## src/rtl/pfw_pkg.sv

```systemverilog
package pfw_pkg;
  typedef enum logic [1:0] {
    ST_DOWN   = 2'd0,  // supply under the protect level
    ST_HOLD   = 2'd1,  // locked, supply not yet at full level
    ST_SETTLE = 2'd2,  // full level reached, waiting out the window
    ST_LIVE   = 2'd3   // normal operation
  } pfw_state_e;

  function automatic int unsigned settle_len(input int unsigned clk_khz,
                                             input int unsigned win_us);
    return (clk_khz * win_us + 999) / 1000;
  endfunction
endpackage

```

## src/rtl/pfw_settle_timer.sv

```systemverilog
module pfw_settle_timer #(
  parameter int unsigned CYCLES = 2500
) (
  input  logic clk,
  input  logic rst_n,
  input  logic clear,
  input  logic run,
  output logic done
);
  localparam int unsigned CW = (CYCLES < 2) ? 1 : $clog2(CYCLES);
  localparam logic [CW-1:0] LAST = CW'(CYCLES - 1);

  logic [CW-1:0] cnt_q;

  assign done = (cnt_q == LAST);

  always_ff @(posedge clk or negedge rst_n) begin
    if (!rst_n)          cnt_q <= '0;
    else if (clear)      cnt_q <= '0;
    else if (run && !done) cnt_q <= cnt_q + 1'b1;
  end
endmodule

```

## src/rtl/pfw_state_ctrl.sv

```systemverilog
module pfw_state_ctrl
  import pfw_pkg::*;
(
  input  logic       clk,
  input  logic       rst_n,
  input  logic       supply_ok,
  input  logic       supply_low,
  input  logic       win_done,
  output logic       win_clear,
  output logic       win_run,
  output pfw_state_e state
);
  pfw_state_e nxt;
  logic full_up;

  assign full_up   = supply_ok && !supply_low;
  assign win_clear = (state != ST_SETTLE);
  assign win_run   = (state == ST_SETTLE) && full_up;

  always_comb begin
    nxt = state;
    if (supply_low) begin
      nxt = ST_DOWN;
    end else begin
      unique case (state)
        ST_DOWN, ST_HOLD: nxt = supply_ok ? ST_SETTLE : ST_HOLD;
        ST_SETTLE: begin
          if (!supply_ok)    nxt = ST_HOLD;
          else if (win_done) nxt = ST_LIVE;
        end
        ST_LIVE:  nxt = ST_LIVE;
        default:  nxt = ST_HOLD;
      endcase
    end
  end

  always_ff @(posedge clk or negedge rst_n) begin
    if (!rst_n) state <= ST_HOLD;
    else        state <= nxt;
  end
endmodule

```

## src/rtl/pfw_gate.sv

```systemverilog
module pfw_gate
  import pfw_pkg::*;
(
  input  pfw_state_e state,
  input  logic       supply_low,
  output logic       wr_protect,
  output logic       out_hiz,
  output logic       in_ignore,
  output logic       ready
);
  logic live;

  // the low flag bypasses the state register so the lock needs no edge
  assign live       = (state == ST_LIVE) && !supply_low;
  assign ready      = live;
  assign wr_protect = !live;
  assign out_hiz    = !live;
  assign in_ignore  = !live;
endmodule

```

## src/rtl/pfw_sequencer.sv

```systemverilog
module pfw_sequencer
  import pfw_pkg::*;
#(
  parameter int unsigned CLK_KHZ   = 125000,
  parameter int unsigned SETTLE_US = 20
) (
  input  logic clk,
  input  logic rst_n,
  input  logic supply_ok,
  input  logic supply_low,
  output logic wr_protect,
  output logic out_hiz,
  output logic in_ignore,
  output logic ready
);
  localparam int unsigned SETTLE_CYCLES = settle_len(CLK_KHZ, SETTLE_US);

  pfw_state_e state;
  logic win_clear, win_run, win_done;

  pfw_state_ctrl u_ctrl (
    .clk       (clk),
    .rst_n     (rst_n),
    .supply_ok (supply_ok),
    .supply_low(supply_low),
    .win_done  (win_done),
    .win_clear (win_clear),
    .win_run   (win_run),
    .state     (state)
  );

  pfw_settle_timer #(.CYCLES(SETTLE_CYCLES)) u_timer (
    .clk  (clk),
    .rst_n(rst_n),
    .clear(win_clear),
    .run  (win_run),
    .done (win_done)
  );

  pfw_gate u_gate (
    .state     (state),
    .supply_low(supply_low),
    .wr_protect(wr_protect),
    .out_hiz   (out_hiz),
    .in_ignore (in_ignore),
    .ready     (ready)
  );
endmodule

```

## config.mk

```make
export PLATFORM = sky130hd
export DESIGN_NAME = pfw_sequencer
export DESIGN_NICKNAME = d
export VERILOG_FILES = /design/src/rtl/pfw_pkg.sv /design/src/rtl/pfw_settle_timer.sv /design/src/rtl/pfw_state_ctrl.sv /design/src/rtl/pfw_gate.sv /design/src/rtl/pfw_sequencer.sv
export SDC_FILE = /design/constraint.sdc
export NUM_CORES = 1
export LEC_CHECK = 0
export ABC_CLOCK_PERIOD_IN_PS = 1950
export CORE_ASPECT_RATIO = 0.75
export CORE_MARGIN = 2
export CORE_UTILIZATION = 39
export DETAILED_ROUTE_END_ITERATION = 8
export DONT_BUFFER_PORTS = 1
export PLACE_DENSITY = 0.56
export SYNTH_ARGS = -nofsm -noshare
export SYNTH_HDL_FRONTEND = slang
export SYNTH_HIERARCHICAL = 1
export SYNTH_SLANG_ARGS = --single-unit
```

## constraint.sdc

```tcl
create_clock -name clk -period 1.95 [get_ports clk]
set_input_delay 0.195 -clock clk [delete_from_list [all_inputs] [get_ports clk]]
set_output_delay 0.195 -clock clk [all_outputs]
set_load 0.01 [all_outputs]
```

[Word-level counts from Yosys, hierarchy flattened]
Cells that the tools add are included.
Word-level totals
  output and inout bits: 4
  input port bits: 4
  logic and storage cells: 26
  flip-flop bits (word level): 14
Cells by class
  reductions and logical operators: 10
  add/sub/neg operators: 1
  mux-type cells: 7
  equal/unequal tests: 6
Operators by type and width (count)
  12-bit 2-to-1 mux: 2
  12-bit by 1-bit adder with 12-bit output (second input constant): 1
  12-bit == test (second input constant): 1
  2-bit 2-to-1 mux: 4
  2-bit one-hot mux with 3 select lines: 1
  2-bit == test (second input constant): 2
  1-bit logical AND: 4
  4-bit by 3-bit != test with 1-bit output (second input constant): 1
  1-bit logical NOT: 3
  2-bit by 1-bit == test with 1-bit output (second input constant): 1
  2-bit logical NOT: 1
  2-bit != test (second input constant): 1
  2-bit nonzero test: 1
  2-bit OR reduction: 1

[Depth between registers and ports, before layout]
  depth after elaboration: 6
  depth in mapped cells: 6
  depth with buffers taken out: 5

[By module]
The synthesis kept the hierarchy.
By module, submodules not included
  pfw_settle_timer: times used 1, sequential area each 300.3 sq um, area an instance 728.2 sq um, cells each 75
  pfw_state_ctrl: times used 1, sequential area each 51.3 sq um, area an instance 96.3 sq um, cells each 8
  pfw_gate: times used 1, sequential area each 0.0 sq um, area an instance 31.3 sq um, cells each 4

[Worst setup path before layout]
No wires, ideal clock.
  kind: register to register
  start point: reg u_ctrl.state[0]
  end point: reg u_timer.cnt_q[11]
  path buffers: 1
  data arrival time: 1.674 ns
  stages on the path, launching flop included: 7
  clock period less this slack: 1.799 ns
  path slack: 0.151 ns
  cell sequence: dfstp_2 -> nand2b_4 -> nor3b_2 -> buf_2 -> nand3_1 -> nor4_1 -> mux2_2
On the way
  elaborated cells between the ends (all ways): 6
RTL lines
  start, declared: line pfw_state_ctrl.sv:11  | output pfw_state_e state
  start signal, assigned: line pfw_state_ctrl.sv:39  | else state <= nxt;
  2-bit != test (*): line pfw_state_ctrl.sv:17  | assign win_clear = (state != ST_SETTLE);
  net win_clear: line pfw_sequencer.sv:19  | logic win_clear, win_run, win_done;
  12-bit 2-to-1 mux / 2-bit nonzero test (equally long branches)
  end signal, assigned: line pfw_settle_timer.sv:20  | else if (run && !done) cnt_q <= cnt_q + 1'b1;
  end, declared: line pfw_settle_timer.sv:13  | logic [CW-1:0] cnt_q;
The timed path passes the listed nets; every way through them passes the cells marked *.
A chain may end at the register's enable or synchronous reset.

[Worst setup path in the final report]
  start point: reg u_ctrl.state[0]
  end point: reg u_timer.cnt_q[0]
The elaborated chain is that of the path after synthesis.

==> out/metrics.yaml <==
grt_overflow: 0
maxCapViolations: 0
yosysTopAreaCellShare_pct: 38.01
worst-setup-path-type: "flop to flop"
rsz0062_at_grt: "false"
post_cts_resized: 0
pre_cts_ws_ns: 0.2802
clk_pin_slew_ns: 0.09
p_switching_uw: 126.3
postCtsSetupBuffers: 0
antenna_found_initial: 0
dr.first_iter.drc_count: 42
synth.most_common_cell: "dfrtp_1"
dieArea_mm2: 0.002589
grt_max_degree: 18
seq_area_frac_synth_pct: 41.08
syn_inst: 87
cp_slowest_cell: "or3b_2"
ir_drop_v: 0.0003212
cp_slowest_stage_delay_ns: 0.46
die_h_um: 44.57
period_needed_ns: 1.710
syn-cell-area_um2: 855.8
fillers: 189
path_cells: "nand2b_4 -> nor3b_2 -> buf_4 -> or3b_2 -> o2bb2ai_1 -> or3_1"
finClkSkew_ns: 0.0006247
area_delta_synth_final_pct: 11.99
ant_nets: 0
yosysTopAreaCell: "dfrtp_1"
hp-class: "input port to flop"
final.setup.worst_slack_ns: 0.2399
top_layer_used: "met4"
power_frac_clock_pct: 39.4
hpwl_um: 1277
cts_buffers: 3
synth_area_leaders: "dfrtp_1 38%, a21oi_1 4.1%, nand3_1 3.5%, o31ai_1 3.5%, dfstp_2 3.1%"
num_vias: 678
grt_pass1_wl_um: 3084
grtUsageTotal_pct: 16.43
synth_edf_count: 0
clock_latency_ns: 0.29
ys_ff_latch: 14
setup_viol: 0
core.rowCount: 14
worstPathRequired_ns: 2.19
synth_ff_type: "dfrtp_1"
synth_common_cells: "13 x dfrtp_1, 7 x a21oi_1, 6 x nand3_1"
clkSinkCount: 14
fmax_mhz: 584.8
slew_viol_final: 0
max_slew_margin_pct: 54.93
grt_pass1_vias: 623
vias_per_cell: 5.746
final_cells: 118
hold_viol: 0
worst-path-buf-inv: 1
crit_family: "simple AND/OR/NAND/NOR gates"
p_total_uw: 549.3
core_mm2: 0.002032
dieWidth_um: 58.09
async_flop_share_pct: 100.0
placement.io_buffers: 0
wl_met1_um: 992
pwr-share-seq_pct: 54.4
initial_core_util_pct: 42.12
worstMarginPinSlew_ns: 0.6738
drive_gt1_share_pct: 17.02
cellPowerDensity_mw_per_mm2: 573.1
diodes: 0
drc: 0
cts_tree: "yes"
h-tree-depth: 1
synth_nets: 93
dp.cells: 111
p_leak_nw: 0.3933
timing.setup.tns_ns: 0
clockBufferDepth: 2
cts-root-buf: "clkbuf_4"
power_frac_comb_pct: 6.3
routed_wl_um: 1843
firstDrtPassIters: 4
wl_per_cell_um: 15.62
crit_path_end_kind: "flop"
top_level_ports: 8
p_sw_share_pct: 23.00
p_int_uw: 423.0
crit_path_max_fanout: 9
synth_warnings: 6
gp_congestion: 0.8226
layout.nets: 101
yosysUniqueCellTypes: 40
avgSynthCellArea_um2: 9.837
wl_met3_um: 68
fin_crit_sh_pct: 87.70
status: "completed"
critical_path_arrival_ns: 1.95
cp-start-kind: "flop"
met2_length_um: 763
## final cells by class
cell class                      instances  area [um^2]  area share, %
Multi-Input combinational cell         67        473.0          49.35
Clock buffer                            4        36.28          3.786
Timing Repair Buffer                    7        60.06          6.266
Inverter                                2        7.507         0.7833
Sequential cell                        14        351.6          36.68
Tap cell                               24        30.03          3.133
## path summary, 6_finish.rpt
kind | startpoint | slack, ns | endpoint | cells after the start
max reg2reg | u_ctrl/state[0] | 0.24 | u_timer/cnt_q[0] | 6
max in group asynchronous | rst_n | 1.15 | u_timer/cnt_q[5] | 1
min reg2reg | u_timer/cnt_q[10] | 0.58 | u_timer/cnt_q[10] | 2
max | u_ctrl/state[0] | 0.24 | u_timer/cnt_q[0] | 6
min | supply_ok | 0.05 | u_ctrl/state[1] | 2
min in group asynchronous | rst_n | 0.38 | u_ctrl/state[1] | 1
## flip-flops by register name, indices dropped and copies added (netlist names)
| register | cells |
|---|---|
| u_timer/cnt_q | 12 |
| u_ctrl/state | 2 |
## logic make-up (layout without fill, tap and decap cells)
| family | after synthesis | after routing | share of synthesized area [%] |
|---|---|---|---|
| AO/OA/AOI/OAI | 18 | 18 | 13.30 |
| XOR/XNOR | 2 | 2 | 2.047 |
| adder cells (fa/ha/maj) | 2 | 2 | 2.924 |
| buffers and inverters | 6 | 13 | 3.654 |
| flip-flops | 14 | 14 | 41.08 |
| multiplexers | 2 | 2 | 2.485 |
| AND/OR/NAND/NOR | 43 | 43 | 34.50 |
## power by group through the flow
stage / Clock [mW] / Combinational [mW] / Sequential [mW]
finish: 0.216 / 0.0345 / 0.299
global route: 0.236 / 0.0385 / 0.299
CTS: 0.223 / 0.0342 / 0.298
detailed placement: 0 / 0.0229 / 0.304
global placement: 0 / 0.0228 / 0.304
floorplan: 0 / 0.0194 / 0.303
## through the flow
step / hold WS [ns] / cell area, um^2 / utilization (%)
CTS: 0.03508 / 958.4 / 47.17
finish: 0.04812 / 958.4 / 47.17
detailed placement: -0.1003 / 892.1 / 43.90
floorplan: -0.1006 / 855.8 / -
global route: 0.07000 / 958.4 / 47.17
global placement: -0.1003 / 892.1 / 43.90
## cells in the final DEF, fill, tap and decap left out, types with 2 or more instances in the layout
cell and count:
o31ai_1 4, o21ai_0 2, or3_1 2, nand3b_1 3, nand3_1 6, dlygate4sd3_1 3, a21oi_1 7, nand4_1 3
nor2_1 4, nor2b_1 3, clkbuf_4 3, nor3_1 3, inv_1 2, dfrtp_1 13, buf_4 4, ha_1 2
nand2_1 3, or4_1 3, xor2_1 2
## layer usage
layer  track usage, %  vias to the layer above
li1                 -                      344
met1            22.52                      321
met2            23.86                       11
met3            5.263                        2
met4            6.977                        0
met5                0                        -
## what timing repair did
item / in CTS / in global routing
endpoints found under the hold margin: 16 / 0
hold buffers: 3 / 0
setup endpoints to repair: 0 / 0
(Power assumes the default switching activity.)
